`src/rtl/resv_pkg.sv`:
```
// Package: shared operation encoding for the reservation monitor.
// Assumes op_kind is only meaningful while op_valid is high.
package resv_pkg;
    typedef enum logic [1:0] {
        OP_LOAD  = 2'b00,
        OP_LL    = 2'b01,
        OP_SC    = 2'b10,
        OP_STORE = 2'b11
    } mem_op_e;
endpackage

```
`src/rtl/resv_addr_cmp.sv`:
```
// Module: address comparator used for both word and block matches.
// BLOCK_GRAN=1 ignores the low BLK_W offset bits, BLOCK_GRAN=0 compares
// the full word address. Purely combinational.
module resv_addr_cmp #(
    parameter int AW         = 32,
    parameter int BLK_W      = 2,
    parameter bit BLOCK_GRAN = 1'b1
) (
    input  logic [AW-1:0] a,
    input  logic [AW-1:0] b,
    output logic          hit
);
    localparam logic [AW-1:0] OFS_MASK = AW'((64'd1 << BLK_W) - 64'd1);

    generate
        if (BLOCK_GRAN) begin : g_block
            // Compare only the block tag bits.
            assign hit = (((a ^ b) & ~OFS_MASK) == '0);
        end else begin : g_word
            // Compare every address bit.
            assign hit = (a == b);
        end
    endgenerate
endmodule

```
`src/rtl/resv_link_reg.sv`:
```
// Module: link register holding the reserved address and its valid bit.
// Clear has priority over set. The caller guarantees that a set is never
// meant to survive a clear issued in the same cycle.
module resv_link_reg #(
    parameter int AW = 32
) (
    input  logic          clk,
    input  logic          rst_n,
    input  logic          set_en,
    input  logic [AW-1:0] set_addr,
    input  logic          clr_en,
    output logic          link_valid,
    output logic [AW-1:0] link_addr
);
    // Track reservation validity.
    always_ff @(posedge clk) begin
        if (!rst_n)      link_valid <= 1'b0;
        else if (clr_en) link_valid <= 1'b0;
        else if (set_en) link_valid <= 1'b1;
    end

    // Capture the linked address on every accepted set.
    always_ff @(posedge clk) begin
        if (!rst_n)                link_addr <= '0;
        else if (set_en && !clr_en) link_addr <= set_addr;
    end

    p_set_arms_r2: assert property (@(posedge clk) disable iff (!rst_n)
        (set_en && !clr_en) |=> (link_valid && link_addr == $past(set_addr)));
    p_clear_drops_r4: assert property (@(posedge clk) disable iff (!rst_n)
        clr_en |=> !link_valid);
endmodule

```
`src/rtl/resv_monitor.sv`:
```
// Module: top of the reservation monitor. It decodes the issued operation,
// judges SC success against the link register, and applies cancel events.
// Assumes one operation per cycle; snoop, interrupt and context-switch
// inputs are single-cycle pulses aligned to clk.
module resv_monitor
    import resv_pkg::*;
#(
    parameter int AW    = 32,
    parameter int BLK_W = 2
) (
    input  logic          clk,
    input  logic          rst_n,
    input  logic          op_valid,
    input  logic [1:0]    op_kind,
    input  logic [AW-1:0] op_addr,
    input  logic          snoop_inv,
    input  logic [AW-1:0] snoop_addr,
    input  logic          irq_taken,
    input  logic          ctx_switch,
    output logic          sc_ok,
    output logic          mem_wr_en
);
    logic          is_ll, is_sc, is_st;
    logic          link_valid;
    logic [AW-1:0] link_addr;
    logic          word_hit, snp_cur_hit, snp_new_hit;
    logic          cancel_cur, cancel_new;
    logic          set_en, clr_en;

    // Decode the issued operation.
    always_comb begin
        is_ll = op_valid && (mem_op_e'(op_kind) == OP_LL);
        is_sc = op_valid && (mem_op_e'(op_kind) == OP_SC);
        is_st = op_valid && (mem_op_e'(op_kind) == OP_STORE);
    end

    resv_addr_cmp #(.AW(AW), .BLK_W(BLK_W), .BLOCK_GRAN(1'b0)) i_word_cmp (
        .a(op_addr), .b(link_addr), .hit(word_hit));
    resv_addr_cmp #(.AW(AW), .BLK_W(BLK_W), .BLOCK_GRAN(1'b1)) i_snp_cur_cmp (
        .a(snoop_addr), .b(link_addr), .hit(snp_cur_hit));
    resv_addr_cmp #(.AW(AW), .BLK_W(BLK_W), .BLOCK_GRAN(1'b1)) i_snp_new_cmp (
        .a(snoop_addr), .b(op_addr), .hit(snp_new_hit));

    // Cancel conditions against the held and against an incoming reservation.
    always_comb begin
        cancel_cur = irq_taken || ctx_switch || (snoop_inv && snp_cur_hit);
        cancel_new = irq_taken || ctx_switch || (snoop_inv && snp_new_hit);
    end

    // SC verdict and memory write enable; cancels take priority.
    always_comb begin
        sc_ok     = is_sc && link_valid && word_hit && !cancel_cur;
        mem_wr_en = is_st || sc_ok;
    end

    // Link register control.
    always_comb begin
        set_en = is_ll && !cancel_new;
        clr_en = is_sc || (is_ll && cancel_new) || (!is_ll && cancel_cur);
    end

    resv_link_reg #(.AW(AW)) i_link (
        .clk(clk), .rst_n(rst_n), .set_en(set_en), .set_addr(op_addr),
        .clr_en(clr_en), .link_valid(link_valid), .link_addr(link_addr));

    p_sc_needs_link_r2: assert property (@(posedge clk) disable iff (!rst_n)
        sc_ok |-> (link_valid && op_addr == link_addr));
    p_fail_no_write_r3: assert property (@(posedge clk) disable iff (!rst_n)
        (is_sc && !sc_ok) |-> !mem_wr_en);
    p_sc_clears_r4: assert property (@(posedge clk) disable iff (!rst_n)
        is_sc |=> !link_valid);
    p_irq_clears_r7: assert property (@(posedge clk) disable iff (!rst_n)
        (irq_taken && !is_ll) |=> !link_valid);
    p_ctx_clears_r8: assert property (@(posedge clk) disable iff (!rst_n)
        ctx_switch |=> !link_valid);
    p_snoop_wins_r9: assert property (@(posedge clk) disable iff (!rst_n)
        (is_sc && snoop_inv && snp_cur_hit) |-> !sc_ok);
    p_store_writes_r11: assert property (@(posedge clk) disable iff (!rst_n)
        is_st |-> mem_wr_en);
endmodule

```
`config.mk`:
```
export PLATFORM = sky130hd
export DESIGN_NAME = resv_monitor
export DESIGN_NICKNAME = d
export VERILOG_FILES = /design/src/rtl/resv_pkg.sv /design/src/rtl/resv_addr_cmp.sv /design/src/rtl/resv_link_reg.sv /design/src/rtl/resv_monitor.sv
export SDC_FILE = /design/constraint.sdc
export NUM_CORES = 1
export LEC_CHECK = 0
export BUFFER_PORTS_ARGS = -buffer_cell sky130_fd_sc_hd__buf_2
export CORE_ASPECT_RATIO = 0.75
export CORE_MARGIN = 3
export CORE_UTILIZATION = 48
export DETAILED_ROUTE_END_ITERATION = 6
export MAX_ROUTING_LAYER = met4
export PLACE_DENSITY = 0.77
export SLEW_MARGIN = 40
export SYNTH_ARGS = -nofsm -noshare
export SYNTH_HDL_FRONTEND = slang
export SYNTH_SLANG_ARGS = --single-unit
```
`constraint.sdc`:
```
create_clock -name clk -period 3.42 [get_ports clk]
set_input_delay 0.684 -clock clk [delete_from_list [all_inputs] [get_ports clk]]
set_output_delay 0.684 -clock clk [all_outputs]
set_load 0.03 [all_outputs]
```
==> impl_metrics.json <==
{
  "ir_drop_uv": 216,
  "dieArea_sq_um": 5670,
  "cp_common_cell": "buf_2",
  "finClkSkew_ps": 9.87,
  "max_freq_mhz": 309,
  "hold_buffers": 0,
  "synth_area_leaders": "xnor2_1, dfxtp_1, mux2i_1",
  "die_h_um": 66.0,
  "final_core_util_pct": 61.9,
  "cts_max_path_buffers": 2,
  "synth_edf_count": 0,
  "drv_slew": 0,
  "die_width_um": 85.9,
  "synth-seq-cells": 33,
  "yosysTopAreaCell": "xnor2_1",
  "drive_gt1_share_pct": 25.5,
  "ys_top_cells_by_count": "xnor2_1, dfxtp_1, nor2b_1, mux2i_1, nand4_1",
  "worstSetupPathType": "in -> out",
  "cpLargestDelayFamily": "simple AND/OR/NAND/NOR gates",
  "vias": 1919,
  "wire_per_inst_um": 15.0,
  "synth_nets": 318,
  "start_kind": "input port",
  "cp.arrival_ps": 2550,
  "hold_class": "reg -> reg",
  "place.gp.congestion": 0.862,
  "antenna_found_initial": 0,
  "yosysWarnings": 0,
  "grt_first_pass_wirelength_um": 8990,
  "nets": 392,
  "overflow": 0,
  "via_per_inst": 5.08,
  "period_minus_slack_ps": 3230,
  "use_met2_pct": 29.6,
  "grt_use_total_pct": 21.2,
  "dr.pass1.iters": 4,
  "cts_made_buffers": 5,
  "rows": 21,
  "synth.most_common_cell": "xnor2_1",
  "slowest_stage": "or4b_1",
  "finalSetupViolations": 0,
  "avgSynthCellArea_sq_um": 9.35,
  "rsz0062_at_grt": "no",
  "total_leakage_power_nw": 0.945,
  "synth.distinct_cells": 24,
  "grt_pass1_vias": 1838,
  "period_share_pct": 94.5,
  "fin_tns_setup_ps": 0,
  "cts_resized": 0,
  "finalInstanceArea_sq_um": 2810,
  "cts_root_buffer": "clkbuf_8",
  "insertion_delay_ps": 280,
  "diodes": 0,
  "power_density_nw_per_um2": 309,
  "htreeDepth": 2,
  "core_sq_um": 4550,
  "route.detailed.drc": 0,
  "drt_wl_total_um": 5670,
  "areaGrowthSynthToFinish_pct": 22.3,
  "port_buffers": 71,
  "grt_max_degree": 34,
  "ios": 74,
  "postRouteAntennaNets": 0,
  "drv_cap": 0,
  "dpl_cell_area_sq_um": 2730,
  "cts_tree": "built",
  "synthesis.area_sq_um": 2300,
  "crit_buf_inv": 2,
  "postSynthCellCount": 246,
  "yosysSeqAreaShare_pct": 28.7,
  "cts.sinks": 33,
  "start_util_pct": 50.6,
  "max_slew_margin_pct": 53.6,
  "worstPathCellList": "buf_2 -> xor2_1 -> nor4_1 -> nand2_1 -> or4b_1 -> and4_1 -> a31o_1 -> buf_2",
  "final_hold_viol_count": 0,
  "worst_slew_pin_slew_ps": 690,
  "endpoint_kind": "output pin",
  "synth_top_cell_area_share_pct": 29.7,
  "worstPathMaxFanout": 2,
  "synth_top_flop_cell": "dfxtp_1",
  "cts_setup_buffers": 0,
  "gr-max-usage-layer": "met1",
  "use_met1_pct": 31.3,
  "clkTransAtPathRegs_ps": 60,
  "cpPeakStageDelay_ps": 560,
  "drt_iter0_markers": 113,
  "worst_ep_required_time_ps": 2740,
  "dp_hpwl_um": 4630,
  "outcome": "complete, no violations",
  "synth-async-reset-ratio_pct": 0,
  "use_met3_pct": 3.86
}
[flip-flops by register name, summed over array words and instances (netlist names)]
register and cells:
i_link.link_addr 32, i_link.link_valid 1
[power by group]
part / leakage (nW) / switching, W / internal, W
logic: 0.635 / 0.0000917 / 0.0000964
registers: 0.266 / 0.00000500 / 0.000389
clock network: 0.0439 / 0.000147 / 0.000140
[layout make-up]
type,instances,area (sq um)
fillers,413,1730
repair buffers,73,370
multi-input cells,204,1610
clock inverters,3,17.5
well taps,57,71.3
clock buffers,5,68.8
flip-flops and latches,33,661
inverters,3,11.3
[placed cells by master, fill, tap and decap left out, drive strengths merged, types with 6 or more instances in the layout]
master,n
xnor2,78
buf,73
nor2b,33
dfxtp,33
mux2i,32
nand4,18
xor2,11
nor4,6
nand3,6
[logic make-up (layout without fill, tap and decap cells)]
family | count (synthesis) | in the layout | share of synthesized area [%]
xor gates and xnor gates | 89 | 89 | 33.9
and+or+nand+nor | 75 | 75 | 19.7
DFF | 33 | 33 | 28.7
muxes | 32 | 32 | 13.9
buffers and inverters | 9 | 84 | 1.63
AOI/OAI and AO/OA | 8 | 8 | 2.18
[stage by stage]
| step | std cells | hold WS [ps] | power [W] | setup slack, ps |
|---|---|---|---|---|
| after floorplan | 246 | 467 | 0.000500 | 373 |
| after global placement | 370 | 488 | 0.000588 | 200 |
| after detailed placement | 370 | 488 | 0.000589 | 199 |
| after CTS | 378 | 499 | 0.000878 | 193 |
| after global routing | 378 | 527 | 0.000916 | 108 |
| final | 378 | 500 | 0.000870 | 189 |
[worst register-to-register path, delay by kind of cell, from the launching register on]
| kind | cells | cell delay, ps |
|---|---|---|
| flip-flops | 1 | 340 |
| AND/OR/NAND/NOR | 3 | 1040 |
| XOR/XNOR | 1 | 170 |
| AO/OA/AOI/OAI | 2 | 190 |
[worst paths after layout]
check | from | to | slack, ps | cells past startpoint
max | snoop_addr[28] | mem_wr_en | 190 | 8
min reg2reg | i_link.link_valid$_SDFFE_PP0P_ | i_link.link_valid$_SDFFE_PP0P_ | 500 | 2
max reg2reg | i_link.link_addr[28]$_SDFFE_PN0P_ | i_link.link_valid$_SDFFE_PP0P_ | 1570 | 6
min | i_link.link_valid$_SDFFE_PP0P_ | i_link.link_valid$_SDFFE_PP0P_ | 500 | 2
[layer usage]
layer	vias to the layer above	routed length, um
li1	992	-
met1	867	2920
met2	56	2360
met3	4	337
met4	0	48
met5	-	0
(Power assumes the default switching activity.)
